[src/rtl/dmareg_pkg.sv]
// Package: shared register selects and control/status bit positions.
// Assumes a 16-bit register word; positions are fixed by the layout.
package dmareg_pkg;
    typedef enum logic [1:0] {
        SEL_WC  = 2'd0,
        SEL_BA  = 2'd1,
        SEL_CSR = 2'd2,
        SEL_BUF = 2'd3
    } reg_sel_e;

    localparam int CSR_GO    = 0;
    localparam int CSR_FN_LO = 1;
    localparam int CSR_XA_LO = 4;
    localparam int CSR_IE    = 6;
    localparam int CSR_RDY   = 7;
    localparam int CSR_CYC   = 8;
    localparam int CSR_ST_LO = 9;
    localparam int CSR_MNT   = 12;
    localparam int CSR_ATN   = 13;
    localparam int CSR_NXM   = 14;
    localparam int CSR_ERR   = 15;
endpackage

[src/rtl/dma_wc_counter.sv]
// Word counter: loadable up-counter, holds the negated transfer count.
// Assumes load and step may coincide; load wins. wrap flags the step
// that moves the count from all ones to zero.
module dma_wc_counter #(
    parameter int W = 16
) (
    input  logic         clk,
    input  logic         rst_n,
    input  logic         load,
    input  logic [W-1:0] load_val,
    input  logic         step,
    output logic [W-1:0] count,
    output logic         wrap
);
    logic [W-1:0] cnt_q;

    // Count register: reset, software load, or one increment.
    always_ff @(posedge clk) begin
        if (!rst_n)     cnt_q <= '0;
        else if (load)  cnt_q <= load_val;
        else if (step)  cnt_q <= cnt_q + 1'b1;
    end

    assign count = cnt_q;
    assign wrap  = step & ~load & (&cnt_q);
endmodule

[src/rtl/dma_addr_counter.sv]
// Address counter: word address low part plus extended high bits.
// Assumes low and high parts are loaded by separate writes; a load of
// either part wins over the increment of that part.
module dma_addr_counter #(
    parameter int LO_W = 15,
    parameter int HI_W = 2
) (
    input  logic            clk,
    input  logic            rst_n,
    input  logic            load_lo,
    input  logic [LO_W-1:0] lo_val,
    input  logic            load_hi,
    input  logic [HI_W-1:0] hi_val,
    input  logic            step,
    output logic [LO_W-1:0] lo,
    output logic [HI_W-1:0] hi
);
    logic [LO_W-1:0] lo_q;
    logic [HI_W-1:0] hi_q;
    logic            carry;

    assign carry = step & ~load_lo & (&lo_q);

    // Low part: reset, software load, or advance one word.
    always_ff @(posedge clk) begin
        if (!rst_n)        lo_q <= '0;
        else if (load_lo)  lo_q <= lo_val;
        else if (step)     lo_q <= lo_q + 1'b1;
    end

    // High part: reset, software load, or take the carry (wraps).
    always_ff @(posedge clk) begin
        if (!rst_n)        hi_q <= '0;
        else if (load_hi)  hi_q <= hi_val;
        else if (carry)    hi_q <= hi_q + 1'b1;
    end

    assign lo = lo_q;
    assign hi = hi_q;
endmodule

[src/rtl/dma_csr_ctrl.sv]
// Control/status word: function, enable and maintenance bits, the READY,
// CYCLE and nonexistent-memory flags, and the assembled read word.
// Assumes byte-lane write strobes are already decoded for this register.
module dma_csr_ctrl #(
    parameter int DW   = 16,
    parameter int FN_W = 3,
    parameter int XA_W = 2,
    parameter int ST_W = 3
) (
    input  logic            clk,
    input  logic            rst_n,
    input  logic            wr_lo,
    input  logic            wr_hi,
    input  logic [DW-1:0]   wr_data,
    input  logic [XA_W-1:0] xa,
    input  logic [ST_W-1:0] dev_status,
    input  logic            dev_attn,
    input  logic            xfer_done,
    input  logic            cyc_req,
    input  logic            nxm_pulse,
    input  logic            wc_wrap,
    output logic [FN_W-1:0] fn,
    output logic            ready,
    output logic            cycle,
    output logic            nxm,
    output logic            xfer_ok,
    output logic [DW-1:0]   csr_word
);
    import dmareg_pkg::*;

    logic [FN_W-1:0] fn_q;
    logic            ie_q, ready_q, cycle_q, maint_q, nxm_q;
    logic            err, go;
    logic            unused_csr_bits;

    assign err     = nxm_q | dev_attn;
    assign go      = wr_lo & wr_data[CSR_GO];
    assign xfer_ok = xfer_done & ~nxm_q;
    assign unused_csr_bits = ^{wr_data[DW-1:CSR_NXM+1], wr_data[CSR_ATN],
                               wr_data[CSR_MNT-1:CSR_CYC+1], wr_data[CSR_RDY],
                               wr_data[CSR_XA_LO +: XA_W]};

    // Low-byte read/write fields.
    always_ff @(posedge clk) begin
        if (!rst_n) begin
            fn_q <= '0;
            ie_q <= 1'b0;
        end else if (wr_lo) begin
            fn_q <= wr_data[CSR_FN_LO +: FN_W];
            ie_q <= wr_data[CSR_IE];
        end
    end

    // Maintenance bit, high byte.
    always_ff @(posedge clk) begin
        if (!rst_n)      maint_q <= 1'b0;
        else if (wr_hi)  maint_q <= wr_data[CSR_MNT];
    end

    // Nonexistent-memory flag: pulse sets, writing zero clears.
    always_ff @(posedge clk) begin
        if (!rst_n)                              nxm_q <= 1'b0;
        else if (nxm_pulse)                      nxm_q <= 1'b1;
        else if (wr_hi && !wr_data[CSR_NXM])     nxm_q <= 1'b0;
    end

    // CYCLE: request sets, end of transfer clears, else software.
    always_ff @(posedge clk) begin
        if (!rst_n)          cycle_q <= 1'b0;
        else if (cyc_req)    cycle_q <= 1'b1;
        else if (xfer_done)  cycle_q <= 1'b0;
        else if (wr_hi)      cycle_q <= wr_data[CSR_CYC];
    end

    // READY: completion or error sets it, the start command clears it.
    always_ff @(posedge clk) begin
        if (!rst_n)               ready_q <= 1'b1;
        else if (err || wc_wrap)  ready_q <= 1'b1;
        else if (go)              ready_q <= 1'b0;
    end

    // Read word assembly; bit 0 always reads zero.
    always_comb begin
        csr_word                        = '0;
        csr_word[CSR_FN_LO +: FN_W]     = fn_q;
        csr_word[CSR_XA_LO +: XA_W]     = xa;
        csr_word[CSR_IE]                = ie_q;
        csr_word[CSR_RDY]               = ready_q;
        csr_word[CSR_CYC]               = cycle_q;
        csr_word[CSR_ST_LO +: ST_W]     = dev_status;
        csr_word[CSR_MNT]               = maint_q;
        csr_word[CSR_ATN]               = dev_attn;
        csr_word[CSR_NXM]               = nxm_q;
        csr_word[CSR_ERR]               = err;
    end

    assign fn    = fn_q;
    assign ready = ready_q;
    assign cycle = cycle_q;
    assign nxm   = nxm_q;
endmodule

[src/rtl/dma_regs.sv]
// DMA channel register set: decodes programmed accesses, holds the data
// buffers, and wires the counters and control/status logic together.
// Assumes one access per cycle; reads are combinational.
module dma_regs #(
    parameter int DATA_W = 16,
    parameter int XA_W   = 2,
    parameter int FN_W   = 3,
    parameter int ST_W   = 3
) (
    input  logic                     clk,
    input  logic                     rst_n,
    input  logic [1:0]               reg_sel,
    input  logic                     wr_en,
    input  logic [DATA_W/8-1:0]      wr_be,
    input  logic [DATA_W-1:0]        wr_data,
    output logic [DATA_W-1:0]        rd_data,
    input  logic [DATA_W-1:0]        dev_din,
    output logic [DATA_W-1:0]        dev_dout,
    input  logic                     cyc_req,
    input  logic                     wc_step_en,
    input  logic                     addr_step_en,
    input  logic [ST_W-1:0]          dev_status,
    input  logic                     dev_attn,
    input  logic                     xfer_done,
    input  logic                     nxm_pulse,
    input  logic                     mem_load,
    input  logic [DATA_W-1:0]        mem_rdata,
    output logic [FN_W-1:0]          fn_out,
    output logic                     dev_init,
    output logic                     ready,
    output logic                     cycle_flag,
    output logic [DATA_W-2+XA_W:0]   xfer_waddr
);
    import dmareg_pkg::*;

    localparam int NB   = DATA_W / 8;
    localparam int LO_W = DATA_W - 1;

    logic              wr_full, wr_wc, wr_ba, csr_lo, csr_hi, buf_sel;
    logic [DATA_W-1:0] wc_q, csr_word, in_buf_q, out_buf_q;
    logic [LO_W-1:0]   ba_lo;
    logic [XA_W-1:0]   xa;
    logic              wc_wrap, xfer_ok, nxm_flag;
    logic              unused_ba_bit;

    assign wr_full = wr_en & (&wr_be);
    assign wr_wc   = wr_full & (reg_sel == SEL_WC);
    assign wr_ba   = wr_full & (reg_sel == SEL_BA);
    assign csr_lo  = wr_en & (reg_sel == SEL_CSR) & wr_be[0];
    assign csr_hi  = wr_en & (reg_sel == SEL_CSR) & wr_be[NB-1];
    assign buf_sel = wr_en & (reg_sel == SEL_BUF);
    assign unused_ba_bit = wr_data[0];

    dma_wc_counter #(.W(DATA_W)) u_wc (
        .clk      (clk),
        .rst_n    (rst_n),
        .load     (wr_wc),
        .load_val (wr_data),
        .step     (xfer_ok & wc_step_en),
        .count    (wc_q),
        .wrap     (wc_wrap)
    );

    dma_addr_counter #(.LO_W(LO_W), .HI_W(XA_W)) u_addr (
        .clk     (clk),
        .rst_n   (rst_n),
        .load_lo (wr_ba),
        .lo_val  (wr_data[DATA_W-1:1]),
        .load_hi (csr_lo),
        .hi_val  (wr_data[CSR_XA_LO +: XA_W]),
        .step    (xfer_ok & addr_step_en),
        .lo      (ba_lo),
        .hi      (xa)
    );

    dma_csr_ctrl #(.DW(DATA_W), .FN_W(FN_W), .XA_W(XA_W), .ST_W(ST_W)) u_csr (
        .clk        (clk),
        .rst_n      (rst_n),
        .wr_lo      (csr_lo),
        .wr_hi      (csr_hi),
        .wr_data    (wr_data),
        .xa         (xa),
        .dev_status (dev_status),
        .dev_attn   (dev_attn),
        .xfer_done  (xfer_done),
        .cyc_req    (cyc_req),
        .nxm_pulse  (nxm_pulse),
        .wc_wrap    (wc_wrap),
        .fn         (fn_out),
        .ready      (ready),
        .cycle      (cycle_flag),
        .nxm        (nxm_flag),
        .xfer_ok    (xfer_ok),
        .csr_word   (csr_word)
    );

    // Input buffer: captures peripheral data on a cycle request.
    always_ff @(posedge clk) begin
        if (!rst_n)        in_buf_q <= '0;
        else if (cyc_req)  in_buf_q <= dev_din;
    end

    // Output buffer, one register per byte lane.
    for (genvar g = 0; g < NB; g++) begin : g_out_lane
        // Memory load wins; otherwise a lane-enabled software write.
        always_ff @(posedge clk) begin
            if (!rst_n)
                out_buf_q[g*8 +: 8] <= '0;
            else if (mem_load)
                out_buf_q[g*8 +: 8] <= mem_rdata[g*8 +: 8];
            else if (buf_sel && wr_be[g])
                out_buf_q[g*8 +: 8] <= wr_data[g*8 +: 8];
        end
    end

    // Read multiplexer.
    always_comb begin
        case (reg_sel)
            SEL_WC:  rd_data = wc_q;
            SEL_BA:  rd_data = {ba_lo, 1'b0};
            SEL_CSR: rd_data = csr_word;
            default: rd_data = in_buf_q;
        endcase
    end

    assign dev_dout   = out_buf_q;
    assign xfer_waddr = {xa, ba_lo};
    assign dev_init   = ~rst_n | fn_out[1];
endmodule

[config.mk]
export PLATFORM = sky130hd
export DESIGN_NAME = dma_regs
export DESIGN_NICKNAME = d
export VERILOG_FILES = /design/src/rtl/dmareg_pkg.sv /design/src/rtl/dma_wc_counter.sv /design/src/rtl/dma_addr_counter.sv /design/src/rtl/dma_csr_ctrl.sv /design/src/rtl/dma_regs.sv
export SDC_FILE = /design/constraint.sdc
export NUM_CORES = 1
export LEC_CHECK = 0
export BUFFER_PORTS_ARGS = -buffer_cell sky130_fd_sc_hd__buf_4
export CORE_MARGIN = 3
export CORE_UTILIZATION = 51
export DETAILED_ROUTE_END_ITERATION = 16
export GPL_ROUTABILITY_DRIVEN = 0
export GPL_TIMING_DRIVEN = 0
export PLACE_DENSITY = 0.85
export SYNTH_ARGS = -nofsm -noshare
export SYNTH_HDL_FRONTEND = slang
export SYNTH_SLANG_ARGS = --single-unit
[constraint.sdc]
create_clock -name clk -period 2 [get_ports clk]
set_input_delay 0.1 -clock clk [delete_from_list [all_inputs] [get_ports clk]]
set_output_delay 0.1 -clock clk [all_outputs]
set_load 0.03 [all_outputs]
# ---- After elaboration in Yosys (flattened, before gate mapping)
# Cells that the tools add are included.
dict set report op_classes {
  addsub 3
  eq_ne 3
  muxes 16
  n_bitwise 21
  n_reduce_logical 17
}
# op n
set op_table {}
lappend op_table {{case mux 16 bit (3 select lines)} 1}
lappend op_table {{two-way mux 16 bit} 2}
lappend op_table {{two-way mux 8 bit} 4}
lappend op_table {{two-way mux 15 bit} 2}
lappend op_table {{adder 16 x 1 -> 16 bit (second input constant)} 1}
lappend op_table {{AND reduction 16 bit} 1}
lappend op_table {{adder 15 x 1 -> 15 bit (second input constant)} 1}
lappend op_table {{bitwise AND 1 bit} 15}
lappend op_table {{AND reduction 15 bit} 1}
lappend op_table {{nonzero test 2 bit} 6}
lappend op_table {{two-way mux 1 bit} 5}
lappend op_table {{equality test 2 bit (second input constant)} 2}
lappend op_table {{two-way mux 2 bit} 2}
lappend op_table {{inverter 1 bit} 4}
lappend op_table {{logical AND 1 bit} 3}
lappend op_table {{nonzero test 3 bit} 1}
lappend op_table {{adder 2 x 1 -> 2 bit (second input constant)} 1}
lappend op_table {{equality test 2 x 1 -> 1 bit (second input constant)} 1}
lappend op_table {{zero test 2 bit} 1}
lappend op_table {{OR 1 bit} 2}
lappend op_table {{AND reduction 2 bit} 1}
lappend op_table {{OR reduction 2 bit} 1}
lappend op_table {{zero test 1 bit} 1}
lappend op_table {{logical OR 1 bit} 1}
dict set report word_totals {
  reg_bits 73
  input_bits 65
  elab_cells 72
}

# ---- Logic depth before layout (Yosys ltp)
dict set report logic_depth {
  depth_word 8
  depth_mapped 6
}

# ---- Cells and area by module
# From an unflattened synthesis, not the netlist that was laid out.
dict set report unflattened {
  hier_cells 427
  hier_area_um2 4177.8
}
# module n_inst cells_each area_each_um2 seq_area_each_um2
set by_module_without_submodules {}
lappend by_module_without_submodules {dma_regs 1 156 1796.7 640.6}
lappend by_module_without_submodules {dma_wc_counter 1 114 985.9 320.3}
lappend by_module_without_submodules {dma_addr_counter 1 111 950.9 340.3}
lappend by_module_without_submodules {dma_csr_ctrl 1 46 444.2 160.2}

# ---- Worst setup path after synthesis
# Ideal clock, no wire load.
dict set report synth_path {
  path_type {reg-to-reg}
  from {register u_addr.lo_q[0] (netlist: u_addr.lo[0])}
  to {register u_addr.hi_q[1] (netlist: u_addr.hi[1])}
  t_arrival_ns 1.944
  t_required_ns 1.926
  setup_slack_ns -0.018
  path_stages_with_launch 6
  path_buffers 0
  path_cell_list {dfxtp_1 ha_1 nand4b_2 a2111o_1 or4_1 a31oi_1}
}
dict set report synth_via {
  elab_chain_len 3
}
# item line_no
set synth_lines {}
lappend synth_lines {{start, declared} dma_addr_counter.sv:18} ;# logic [LO_W-1:0] lo_q;
lappend synth_lines {{start signal, assigned} dma_addr_counter.sv:27} ;# else if (load_lo) lo_q <= lo_val;
lappend synth_lines {{start signal, assigned} dma_addr_counter.sv:28} ;# else if (step) lo_q <= lo_q + 1'b1;
lappend synth_lines {{AND reduction 15 bit} dma_addr_counter.sv:22} ;# assign carry = step & ~load_lo & (&lo_q);
lappend synth_lines {{bitwise AND 1 bit} dma_addr_counter.sv:22}
lappend synth_lines {{nonzero test 2 bit (no line)} --}
lappend synth_lines {{end signal, assigned} dma_addr_counter.sv:34} ;# else if (load_hi) hi_q <= hi_val;
lappend synth_lines {{end signal, assigned} dma_addr_counter.sv:35} ;# else if (carry) hi_q <= hi_q + 1'b1;
lappend synth_lines {{end, declared} dma_addr_counter.sv:19} ;# logic [HI_W-1:0] hi_q;
# Every way passes these cells.
# A chain may end at the register's enable or synchronous reset.

# ---- Final worst setup path
dict set report layout_path {
  from {register u_addr.lo_q[4] (netlist: u_addr.lo[4])}
  to {register u_addr.lo_q[12] (netlist: u_addr.lo[12])}
}
dict set report layout_via {
  elab_chain_len 3
}
# item line_no
set layout_lines {}
lappend layout_lines {{adder 15 x 1 -> 15 bit} dma_addr_counter.sv:28}
lappend layout_lines {{two-way mux 15 bit} dma_addr_counter.sv:28}
lappend layout_lines {{two-way mux 15 bit} dma_addr_counter.sv:27}
# Every way passes these cells. The select of a mux whose other input is x is not followed.

==> results.sh <==
export IMPL_outcome="complete, but fails checks"
export IMPL_violations="hold timing"
export IMPL_cts_made_buffers=9
export IMPL_wl_um=13200
export IMPL_ys_seq_area_share_pct=38.2
export IMPL_yosys_warnings=0
export IMPL_worst_pin_slew_ns=0.809
export IMPL_grt_util_all_layers_pct=30.5
export IMPL_finish_utilization_pct=75.2
export IMPL_ir_drop_mv=0.700
export IMPL_clock_latency_ns=0.35
export IMPL_htree_levels=3
export IMPL_syn_nets=472
export IMPL_multiInputGateArea_um2=2230
export IMPL_hold_class="in -> reg"
export IMPL_synthTopCellsByCount="dfxtp_1 (73), nor2_1 (65), mux2i_1 (39)"
export IMPL_syn_inst=405
export IMPL_grt_pass1_wl_um=20400
export IMPL_async_flop_share_pct=0
export IMPL_synth_area_leader_cell="dfxtp_1"
export IMPL_critPathRequiredTime_ns=2.28
export IMPL_max_stage_delay_ns=0.45
export IMPL_powerDensity_nw_per_um2=700
export IMPL_setup_slack_ns=0.132
export IMPL_dp_cells=618
export IMPL_dp_hpwl_um=9370
export IMPL_drive_gt1_share_pct=30.3
export IMPL_remaining_drc_errors=0
export IMPL_fin_tns_setup_ns=0
export IMPL_die_area_um2=8590
export IMPL_ys_flop_type="dfxtp_1"
export IMPL_clock_sinks=73
export IMPL_num_io_pins=120
export IMPL_crit_chain="and4_1, buf_2, nand3_1, clkbuf_1, or4_1, a31oi_1"
export IMPL_cellLeakagePower_nw=2.27
export IMPL_power_mw=3.70
export IMPL_nets=619
export IMPL_finalSetupViolCount=0
export IMPL_regArea_um2=1470
export IMPL_fillCellCount=510
export IMPL_holdWs_ns=-0.00565
export IMPL_port_buffers=117
export IMPL_ff2ff_path_depth=6
export IMPL_diodes=0
export IMPL_slew_limit_headroom_pct=46.1
export IMPL_cts_root_buf="clkbuf_8"
export IMPL_drt_pass1_iter_count=5
export IMPL_antenna_found_initial=0
export IMPL_drv_slew=0
export IMPL_ys_types=48
export IMPL_coreArea_um2=7020
export IMPL_synth_edff_count=0
export IMPL_postCtsSetupBuffers=0
export IMPL_grt_remaining_overflow=0
export IMPL_hold_violations=1
export IMPL_dieHeight_um=92.7
export IMPL_fin_crit_sh_pct=93.4
export IMPL_endpoint_kind="flop"
export IMPL_hold_depth=3
export IMPL_crit_type="reg -> reg"
export IMPL_cp_slowest_cell="dfxtp_1"
export IMPL_die_width_um=92.7
export IMPL_startpoint_type="flop"
export IMPL_cts_tree="done"
export IMPL_cts_buffer_depth=2
export IMPL_grt_pass1_vias=3935
export IMPL_drtIter0Drc=357
export IMPL_arrival_ns=2.15
export IMPL_post_drt_wl_per_cell_um=20.2
export IMPL_dp_slack_ns=-0.0330
export IMPL_rows=30
export IMPL_ys_seq_elements=73
export IMPL_fin_crit_ns=1.87
export IMPL_postRouteAntennaNets=0
export IMPL_fmax_ghz=0.535
export IMPL_fin_cells=653
export IMPL_vias_per_cell=6.19
export IMPL_clkTransAtPathRegs_ns=0.07
export IMPL_synth_area_leaders="dfxtp_1 (38%), mux2i_1 (10%), mux4_2 (8.2%)"
export IMPL_start_util_pct=54.6
export IMPL_final_setup_skew_ns=0.00526
export IMPL_via_count=4045
export IMPL_yosys_area_top_type_share_pct=38.2
export IMPL_rsz0062_at_grt="false"
export IMPL_area_delta_synth_final_pct=37.8
export IMPL_cp_max_fo=10
export IMPL_postSynthAreaPerCell_um2=9.46
export IMPL_synthesis_area_um2=3830
export IMPL_grt_max_degree=13
export IMPL_cap_violations=0
export IMPL_yosys_cell_count_top_type="dfxtp_1"
-- area by class of cell --
class	count	area share, %
Multi-Input combinational cell	296	42.3
Sequential cell	73	27.8
Timing Repair Buffer	136	20.3
Clock buffer	11	2.68
Tap cell	96	2.28
Buffer	29	2.25
Clock inverter	5	1.94
Inverter	7	0.498
-- cells in the final DEF, fill, tap and decap left out, drive strengths merged, types with 2 or more instances in the layout --
cell type,Yosys,layout
buf,7,123
dfxtp,73,73
nor2,65,65
mux2i,39,39
clkbuf,22,34
a211oi,27,27
dlygate4sd3,0,19
nand3,17,17
mux4,15,15
nand2,14,14
nand4,14,14
o21ai,14,14
xor2,11,11
mux2,8,8
a31oi,8,8
xnor2,8,8
inv,6,6
or4,5,5
and3,4,4
and4,4,4
o31ai,4,4
nand4b,4,4
a21oi,3,3
and2,3,3
a311oi,3,3
or3,3,3
bufinv,0,3
nand2b,2,2
and3b,2,2
a211o,2,2
nor3,2,2
ha,2,2
clkinv,1,2
nor4,2,2
-- worst paths after layout --
path                              startpoint             to  slack (ns)
worst min register to register   in_buf_q[3]    in_buf_q[3]        0.50
worst min-delay path               nxm_pulse      u_csr.nxm      -0.006
worst max register to register  u_addr.lo[4]  u_addr.lo[12]        0.13
worst max-delay path            u_addr.lo[4]  u_addr.lo[12]        0.13
-- what timing repair did --
item,CTS,global route
endpoints found under the setup margin,0,12
hold endpoints to repair,19,0
hold buffers,19,0
resized for setup,0,3
-- sequential cells by signal (all words and copies together), names as in the netlist, 2 cells and up --
| signal | count |
|---|---|
| u_csr.fn | 3 |
| dev_dout | 16 |
| in_buf_q | 16 |
| u_addr.lo | 15 |
| u_addr.hi | 2 |
| u_wc.count | 16 |
-- worst max-delay path, delay by kind of cell, from the launching register on --
family / cells / cell delay, ns
and+or+nand+nor: 3 / 0.77
AOI/OAI and AO/OA: 1 / 0.18
DFF: 1 / 0.45
buffers and inverters: 2 / 0.40
-- per-layer routing --
metal / vias to the layer above / wire length, µm / part of all wire, % / GRT usage, %
met3: 58 / 1470 / 11 / 8.45
met4: 0 / 476 / 3.6 / 11.7
li1: 1803 / - / - / -
met5: - / 0 / 0 / 0
met2: 258 / 6400 / 49 / 50.1
met1: 1926 / 4830 / 37 / 38.1
-- cells by family after synthesis --
group	synth area share, %
xor gates and xnor gates	4.34
and+or+nand+nor	19.4
buffers and inverters	3.76
adders and majority gates	0.653
AOI/OAI and AO/OA	12.2
muxes	21.5
DFF	38.2
-- metrics by stage --
stage	instance area, µm²	hold slack, ns
floorplan	3830	0.214
global placement	4830	0.333
detailed placement	4830	0.340
CTS	5270	0.000349
global route	5280	0.00829
finish	5280	-0.00565
-- power breakdown --
group	switching, mW	internal, mW	total (mW)
clock network	0.571	0.861	1.43
registers	0.0681	1.52	1.59
logic	0.361	0.310	0.672
total	1.00	2.69	3.70
No activity file was read; power rests on OpenSTA's default activity.
